$ cat src/rtl/evt_pkg.sv
package evt_pkg;

  typedef enum logic [1:0] {
    SEL_MODE  = 2'b00,
    SEL_MATCH = 2'b01,
    SEL_CTRL  = 2'b10,
    SEL_NONE  = 2'b11
  } reg_sel_e;

  typedef struct packed {
    logic [3:0] rsvd;
    logic       dbuf;
    logic       ext_en;
    logic [1:0] op;
  } mode_t;

  localparam logic [1:0] OP_EVENT = 2'b00;
  localparam int         MODE_W   = 8;

endpackage

$ cat src/rtl/evt_rst_sync.sv
module evt_rst_sync #(
  parameter int STAGES = 2
) (
  input  logic clk,
  input  logic rst_n,
  output logic rst_sync_n
);
  logic [STAGES-1:0] chain_q;
  logic [STAGES-1:0] chain_d;

  always_comb begin
    chain_d = {chain_q[STAGES-2:0], 1'b1};
  end

  always_ff @(posedge clk or negedge rst_n) begin
    if (!rst_n) chain_q <= '0;
    else        chain_q <= chain_d;
  end

  assign rst_sync_n = chain_q[STAGES-1];
endmodule

$ cat src/rtl/evt_sync_edge.sv
module evt_sync_edge #(
  parameter int SYNC_STAGES = 2
) (
  input  logic clk,
  input  logic rst_n,
  input  logic evt_in,
  output logic fall
);
  logic [SYNC_STAGES-1:0] sync_q;
  logic [SYNC_STAGES-1:0] sync_d;
  logic                   prev_q;
  logic                   prev_d;
  logic                   sampled;

  assign sampled = sync_q[SYNC_STAGES-1];

  always_comb begin
    sync_d = {sync_q[SYNC_STAGES-2:0], evt_in};
    prev_d = sampled;
  end

  always_ff @(posedge clk or negedge rst_n) begin
    if (!rst_n) begin
      sync_q <= '0;
      prev_q <= 1'b0;
    end else begin
      sync_q <= sync_d;
      prev_q <= prev_d;
    end
  end

  assign fall = prev_q & ~sampled;

  // a detected fall cannot repeat on the next clock
  assert_fall_single_R2: assert property (@(posedge clk) disable iff (!rst_n)
    fall |=> !fall);
endmodule

$ cat src/rtl/evt_cfg_regs.sv
module evt_cfg_regs
  import evt_pkg::*;
#(
  parameter int CNT_W = 8
) (
  input  logic             clk,
  input  logic             rst_n,
  input  logic             wr_en,
  input  logic [1:0]       wr_sel,
  input  logic [CNT_W-1:0] wr_data,
  input  logic             match_clr,
  output logic             run,
  output logic             cnt_en,
  output logic [CNT_W-1:0] cmp_val
);
  mode_t            mode_q, mode_d;
  logic             run_q, run_d;
  logic [CNT_W-1:0] shadow_q, shadow_d;
  logic [CNT_W-1:0] cmp_q, cmp_d;
  logic             wr_mode, wr_match, wr_ctrl;
  logic             mode_ld, shadow_ld, cmp_ld;

  always_comb begin
    wr_mode  = wr_en && (reg_sel_e'(wr_sel) == SEL_MODE);
    wr_match = wr_en && (reg_sel_e'(wr_sel) == SEL_MATCH);
    wr_ctrl  = wr_en && (reg_sel_e'(wr_sel) == SEL_CTRL);
  end

  always_comb begin
    mode_ld   = wr_mode && !run_q;
    mode_d    = mode_t'(wr_data[MODE_W-1:0]);
    run_d     = wr_ctrl ? wr_data[0] : run_q;
    shadow_ld = wr_match;
    shadow_d  = wr_data;
    cmp_ld    = 1'b0;
    cmp_d     = cmp_q;
    if (!mode_q.dbuf) begin
      cmp_ld = wr_match;
      cmp_d  = wr_data;
    end else if (!run_q || match_clr) begin
      cmp_ld = 1'b1;
      cmp_d  = shadow_q;
    end
  end

  always_ff @(posedge clk or negedge rst_n) begin
    if (!rst_n) begin
      mode_q   <= '0;
      run_q    <= 1'b0;
      shadow_q <= '0;
      cmp_q    <= '0;
    end else begin
      run_q <= run_d;
      if (mode_ld)   mode_q   <= mode_d;
      if (shadow_ld) shadow_q <= shadow_d;
      if (cmp_ld)    cmp_q    <= cmp_d;
    end
  end

  assign run     = run_q;
  assign cnt_en  = (mode_q.op == OP_EVENT) && mode_q.ext_en;
  assign cmp_val = cmp_q;

  assert_mode_lock_R8: assert property (@(posedge clk) disable iff (!rst_n)
    run_q |=> $stable(mode_q));

  assert_dbuf_hold_R10: assert property (@(posedge clk) disable iff (!rst_n)
    (mode_q.dbuf && run_q && !match_clr) |=> $stable(cmp_q));

  assert_stop_copy_R11: assert property (@(posedge clk) disable iff (!rst_n)
    (mode_q.dbuf && !run_q) |=> (cmp_q == $past(shadow_q)));
endmodule

$ cat src/rtl/evt_counter.sv
module evt_counter #(
  parameter int CNT_W = 8
) (
  input  logic             clk,
  input  logic             rst_n,
  input  logic             fall,
  input  logic             run,
  input  logic             cnt_en,
  input  logic [CNT_W-1:0] cmp_val,
  output logic [CNT_W-1:0] count,
  output logic             irq,
  output logic             match_clr
);
  logic [CNT_W-1:0] count_q, count_d, count_nxt;
  logic             irq_q, irq_d;
  logic             step, hit, count_ld;

  always_comb begin
    step      = run && cnt_en && fall;
    count_nxt = count_q + 1'b1;
    hit       = step && (count_nxt == cmp_val);
    count_ld  = !run || step;
    if (!run || hit) count_d = '0;
    else             count_d = count_nxt;
    irq_d     = hit;
  end

  always_ff @(posedge clk or negedge rst_n) begin
    if (!rst_n) begin
      count_q <= '0;
      irq_q   <= 1'b0;
    end else begin
      irq_q <= irq_d;
      if (count_ld) count_q <= count_d;
    end
  end

  assign count     = count_q;
  assign irq       = irq_q;
  assign match_clr = hit;

  assert_irq_pulse_R5: assert property (@(posedge clk) disable iff (!rst_n)
    irq_q |=> !irq_q);

  assert_irq_zero_R5: assert property (@(posedge clk) disable iff (!rst_n)
    irq_q |-> (count_q == '0));

  assert_stop_clear_R7: assert property (@(posedge clk) disable iff (!rst_n)
    !run |=> (count_q == '0));

  assert_hold_R4: assert property (@(posedge clk) disable iff (!rst_n)
    (run && !(cnt_en && fall)) |=> (count_q == $past(count_q)));
endmodule

$ cat src/rtl/evt_match_counter.sv
module evt_match_counter #(
  parameter int CNT_W       = 8,
  parameter int SYNC_STAGES = 2
) (
  input  logic             clk,
  input  logic             rst_n,
  input  logic             wr_en,
  input  logic [1:0]       wr_sel,
  input  logic [CNT_W-1:0] wr_data,
  input  logic             evt_in,
  output logic [CNT_W-1:0] count_o,
  output logic             irq_o
);
  logic             rst_sync_n;
  logic             fall;
  logic             run;
  logic             cnt_en;
  logic             match_clr;
  logic [CNT_W-1:0] cmp_val;

  evt_rst_sync #(.STAGES(2)) u_rst (
    .clk       (clk),
    .rst_n     (rst_n),
    .rst_sync_n(rst_sync_n)
  );

  evt_sync_edge #(.SYNC_STAGES(SYNC_STAGES)) u_edge (
    .clk   (clk),
    .rst_n (rst_sync_n),
    .evt_in(evt_in),
    .fall  (fall)
  );

  evt_cfg_regs #(.CNT_W(CNT_W)) u_cfg (
    .clk      (clk),
    .rst_n    (rst_sync_n),
    .wr_en    (wr_en),
    .wr_sel   (wr_sel),
    .wr_data  (wr_data),
    .match_clr(match_clr),
    .run      (run),
    .cnt_en   (cnt_en),
    .cmp_val  (cmp_val)
  );

  evt_counter #(.CNT_W(CNT_W)) u_cnt (
    .clk      (clk),
    .rst_n    (rst_sync_n),
    .fall     (fall),
    .run      (run),
    .cnt_en   (cnt_en),
    .cmp_val  (cmp_val),
    .count    (count_o),
    .irq      (irq_o),
    .match_clr(match_clr)
  );
endmodule

$ cat config.mk
export PLATFORM = sky130hd
export DESIGN_NAME = evt_match_counter
export DESIGN_NICKNAME = d
export VERILOG_FILES = /design/src/rtl/evt_pkg.sv /design/src/rtl/evt_rst_sync.sv /design/src/rtl/evt_sync_edge.sv /design/src/rtl/evt_cfg_regs.sv /design/src/rtl/evt_counter.sv /design/src/rtl/evt_match_counter.sv
export SDC_FILE = /design/constraint.sdc
export NUM_CORES = 1
export LEC_CHECK = 0
export BUFFER_PORTS_ARGS = -buffer_cell sky130_fd_sc_hd__buf_2
export CORE_ASPECT_RATIO = 0.7
export CORE_MARGIN = 3
export CORE_UTILIZATION = 40
export DETAILED_ROUTE_END_ITERATION = 6
export PLACE_DENSITY = 0.68
export SLEW_MARGIN = 20
export SYNTH_ARGS = -nofsm -noshare
export SYNTH_HDL_FRONTEND = slang
export SYNTH_SLANG_ARGS = --single-unit
$ cat constraint.sdc
create_clock -name clk -period 2.7 [get_ports clk]
set_input_delay 0.135 -clock clk [delete_from_list [all_inputs] [get_ports clk]]
set_output_delay 0.135 -clock clk [all_outputs]
set_load 0.03 [all_outputs]
### Word level (Yosys, flattened, before mapping)

Cells that the tools add are included.

| storage, ports and cells | value |
|---|---|
| register bits | 35 |
| output and inout bits | 9 |
| word-level logic and storage cells | 37 |

| operators by class | value |
|---|---|
| add/sub/neg operators | 1 |
| equality and inequality tests | 4 |
| mux-type cells | 5 |
| bitwise logic cells | 2 |
| reductions and logical operators | 14 |

Operator list:

| operator | count |
|---|---|
| 2-to-1 mux 8 bit | 3 |
| adder 8 x 1 -> 8 bit (second input constant) | 1 |
| equality test 8 bit | 1 |
| logical AND 1 bit | 8 |
| zero test 2 bit | 2 |
| equality test 2 x 1 -> 1 bit (second input constant) | 1 |
| equality test 2 bit (second input constant) | 1 |
| logical OR 1 bit | 2 |
| 2-to-1 mux 1 bit | 2 |
| inequality test 2 bit (second input constant) | 1 |
| AND reduction 2 bit | 1 |
| bitwise AND 1 bit | 1 |
| zero test 1 bit | 1 |
| NOT 1 bit | 1 |

### Logic depth before layout (Yosys ltp)

| depth | value |
|---|---|
| word-level depth | 9 |
| depth in mapped cells | 9 |

### Modules after synthesis

A second synthesis with hierarchy kept.

| unflattened totals | value |
|---|---|
| cell total of the unflattened synthesis | 134 |
| area total of the unflattened synthesis | 1737.9 um^2 |

Modules (own cells, without submodules):

| module | times used | cells an instance | area an instance (um^2) |
|---|---|---|---|
| evt_cfg_regs | 1 | 57 | 944.7 |
| evt_counter | 1 | 70 | 650.6 |
| evt_sync_edge | 1 | 4 | 88.8 |
| evt_rst_sync | 1 | 3 | 53.8 |

### Least setup slack after synthesis

OpenSTA, ideal clock, no wires.

| timing path | value |
|---|---|
| kind | register to register |
| start point | register u_cnt.count_q[0] (netlist: u_cnt.count[0]) |
| end point | register u_cnt.count_q[7] (netlist: u_cnt.count[7]) |
| arrival time | 2.348 ns |
| required time | 2.618 ns |
| setup slack | 0.270 ns |
| stages on the path, launching flop included | 10 |
| cell sequence | dfrtp_1 > ha_1 > nand3_1 > nor2_1 > xor2_1 > and3_1 > o2111ai_2 > clkbuf_1 > nand3_1 > a31oi_1 |

| on the way | value |
|---|---|
| longest elaborated chain between the ends | 5 |

RTL lines:

| item | RTL line | text |
|---|---|---|
| start, declared | evt_counter.sv:14 | `logic [CNT_W-1:0] count_q, count_d, count_nxt;` |
| start signal, assigned | evt_counter.sv:34 | `if (count_ld) count_q <= count_d;` |
| adder 8 x 1 -> 8 bit (*) | evt_counter.sv:20 | `count_nxt = count_q + 1'b1;` |
| equality test 8 bit | evt_counter.sv:21 | `hit = step && (count_nxt == cmp_val);` |
| logical AND 1 bit | evt_counter.sv:21 |  |
| logical OR 1 bit | evt_counter.sv:23 | `if (!run \|\| hit) count_d = '0;` |
| 2-to-1 mux 8 bit (*) | evt_counter.sv:23 |  |

Mark *: on every way between the ends. The rest lies on a longest branch, timed or not.
A chain may end at the register's enable or synchronous reset.

### Worst setup path in the final report

| timing path | value |
|---|---|
| start point | register u_cnt.count_q[0] (netlist: u_cnt.count[0]) |
| end point | register u_cfg.cmp_q[0] (netlist: u_cfg.cmp_val[0]) |

| on the way | value |
|---|---|
| longest elaborated chain between the ends | 7 |
| elaborated cells between the ends (all ways) | 8 |
| classes of those cells | add/sub (1); eq/ne (2); mux (2); reduce/logical (3) |

RTL lines:

| item | RTL line | text |
|---|---|---|
| adder 8 x 1 -> 8 bit (*) | evt_counter.sv:20 |  |
| equality test 8 bit (*) | evt_counter.sv:21 |  |
| logical AND 1 bit (*) | evt_counter.sv:21 |  |
| logical OR 1 bit (*) | evt_cfg_regs.sv:40 | `end else if (!run_q \|\| match_clr) begin` |
| 2-to-1 mux 1 bit | evt_cfg_regs.sv:40 |  |
| 2-to-1 mux 1 bit | evt_cfg_regs.sv:37 | `if (!mode_q.dbuf) begin` |
| AND reduction 2 bit (no source line) (*) | -- |  |
| end signal, assigned | evt_cfg_regs.sv:56 | `if (cmp_ld) cmp_q <= cmp_d;` |
| end, declared | evt_cfg_regs.sv:19 | `logic [CNT_W-1:0] cmp_q, cmp_d;` |

Marked as above.

==> reports/results.txt <==
synth cell count leaders - dfrtp_1 (35), mux2_2 (13), nand2_1 (11)
area added between synthesis and finish - 17.7%
TritonCTS clock tree - built
ys async rst share - 1.00
routability cong. - 0.861
WP data required - 2.93 ns
postcts setup bufs - 0
initial antenna violation count - 0
largest family of logic cells by synthesized area - simple AND/OR/NAND/NOR gates
post-synthesis adder-cell area fraction - 0.00692
post-synthesis mux area share - 0.0975
Post-synth EDFFs - 0
WL final - 3.91 mm
first-pass GRT wire length - 6.57 mm
Total GRT Usage - 0.156
Compound-Gate Fraction of Synth Area - 0.165
grt ovf - 0
synth warn - 0
maxcap violations - 0
Worst setup EP type - flip-flop
post-route setup TNS - 0 ns
Worst EP arrival - 2.71 ns
Crit Path Category - flip-flop to flip-flop
Gate power share - 0.236
vias in the first global route - 1396
Worst-Skew Late Latency - 0.29 ns
Die Y - 62.3 um
status - finished, final reports clean
Max Slew Vio Count - 0
sw frac - 0.304
mean post-synth cell area - 10.6 sq um
crit start category - flip-flop
Synth Area in XOR/XNOR - 0.0387
Post-Synthesis Cells - 171
Leakage - 0.967 nW
syn_nets - 186
switching power total - 0.499 mW
relative slew slack - 0.534
Util after Layout - 0.515
wire per inst - 15.6 um
worst vdd ir - 415 uV
Initial DRC Count - 67
clock power share - 0.305
flop2flop setup slack - 0.21 ns
clk slew on worst S/H paths - 0.07 ns
die width - 86.4 um
Seq pwr share - 0.459
CP Max Fanout - 7
slew at the pin with the worst max-slew slack - 0.698 ns
TritonCTS Sinks - 35
Clock Skew - 0.00264 ns
total power after layout - 1.64 mW
Area contributors post-synth - dfrtp_1 (48%), mux2_2 (8.1%), o31ai_1 (3.3%)
antenna-violating nets left - 0
# nets final - 213
vias per cell - 5.57
Starting Density - 0.437
Hold WC Path Type - input pin to flip-flop
Cell variety after synth - 38
Residual DRC - 0
Mapped Area - 1810 sq um
clk buf depth - 2
PD cells - 771 nW/um^2
largest net degree at the start of global routing - 34
Final setup viols - 0
area share of the largest cell type after synthesis - 0.484
TritonRoute pass-1 iters - 5
core area - 4140 sq um
cell-internal power - 1.14 mW
post-DP HPWL - 2.88 mm
FMAX - 402 MHz
Fin. Hold Viols - 0
layout cells sized above 1 - 0.266
full die area - 5380 sq um
Final period util - 0.921
RSZ-0062 raised after global routing - no
Cell Rows - 19
CTS buffer count - 5
fin crit period - 2.49 ns
vias - 1399
ant diodes - 0
H-tree lvl count - 2
IO Pins - 23
clk root buf - clkbuf_8
Yosys top cell by area - dfrtp_1
Synth Register Bits - 35
count leader, synth - dfrtp_1
prevailing post-synth register cell - dfrtp_1
sequential element share of the synthesized area - 0.484
port buffer count - 22
simple-gate area share of the yosys netlist - 0.173
per-stage QoR:
step	worst slack (ns)	hold WS, ns	instances	area, sq um
finish	0.214	0.0954	251	2130
global route	0.0196	0.106	251	2130
CTS	0.212	0.0858	251	2130
detailed placement	0.245	-0.0771	241	1990
global placement	0.420	-0.0796	241	1990
floorplan	0.270	-0.161	171	1810
what timing repair did:
item / CTS / global route
hold buffers: 2 / 0
gates resized for setup: 0 / 0
setup endpoints to repair: 0 / 0
endpoints found under the hold margin: 3 / 0
cells by family (layout without fill, tap and decap cells):
logic type | count (synthesis) | count (layout)
flip-flops | 35 | 35
AO/OA/AOI/OAI | 39 | 39
multiplexers | 16 | 16
adder cells (fa/ha/maj) | 1 | 1
XOR/XNOR | 8 | 8
other | 1 | 1
buffers and inverters | 15 | 43
AND/OR/NAND/NOR | 56 | 56
power groups by stage:
stage	Sequential (mW)	Clock [mW]	Combinational, mW
finish	0.753	0.500	0.388
global route	0.769	0.536	0.424
CTS	0.752	0.514	0.391
detailed placement	0.762	0	0.387
global placement	0.751	0	0.372
floorplan	0.718	0	0.319
flip-flops by register name (all words and copies together), names as in the netlist:
signal / flops
u_cfg.shadow_q: 8
u_edge.sync_q: 2
u_cnt.irq: 1
u_rst.chain_q: 2
u_edge.prev_q: 1
u_cnt.count: 8
u_cfg.cmp_val: 8
u_cfg.mode_q: 4
u_cfg.run: 1
placed cells by master, fill, tap and decap left out, types with 2 or more instances in the layout:
cell type / instances
nor3_1: 3
a22oi_1: 4
mux2_2: 13
buf_2: 22
nor2_1: 9
and3_1: 2
clkbuf_8: 6
o21ai_0: 4
dfrtp_1: 35
nand2_1: 11
xor2_1: 4
nand3_1: 9
nand3b_1: 3
buf_4: 6
a2bb2oi_1: 6
a21oi_1: 6
inv_1: 4
xnor2_1: 4
nor2b_1: 4
a21o_1: 4
mux2i_1: 3
nand2b_1: 9
o31ai_1: 8
dlygate4sd3_1: 2
worst max-delay path, cell delays in order, from the launching register on:
cell and delay [ns]:
dfrtp_1 0.44, ha_1 0.30, nand3_1 0.21, nor2_1 0.22, xor2_1 0.10, and3_1 0.18, o2111ai_2 0.33, nand3_1 0.29
o2bb2a_1 0.35
area by class of cell:
| class | count | area (sq um) |
|---|---|---|
| Clock buffer | 6 | 82.6 |
| Clock inverter | 2 | 38.8 |
| Sequential cell | 35 | 876 |
| Multi-Input combinational cell | 121 | 873 |
| Timing Repair Buffer | 30 | 175 |
| Inverter | 5 | 18.8 |
| Tap cell | 52 | 65.1 |
| Fill cell | 367 | 2010 |
final timing paths:
check / end / cells past startpoint / startpoint
min in group asynchronous: u_rst.chain_q[1] / 2 / rst_n
max in group asynchronous: u_cfg.mode_q[2] / 1 / u_rst.chain_q[1]
worst max-delay path: u_cfg.cmp_val[0] / 8 / u_cnt.count[0]
worst max register to register: u_cfg.cmp_val[0] / 8 / u_cnt.count[0]
worst min-delay path: u_cfg.shadow_q[6] / 2 / wr_data[6]
worst min register to register: u_cnt.count[7] / 1 / u_rst.chain_q[1]
metal layers:
layer | vias up | wire length, um | track usage
met2 | 49 | 1820 | 0.237
met3 | 8 | 207 | 0.0449
met4 | 0 | 81 | 0.0681
li1 | 672 | - | -
met1 | 670 | 1800 | 0.206
met5 | - | 0 | 0
Power figures use the tool's default switching activity.
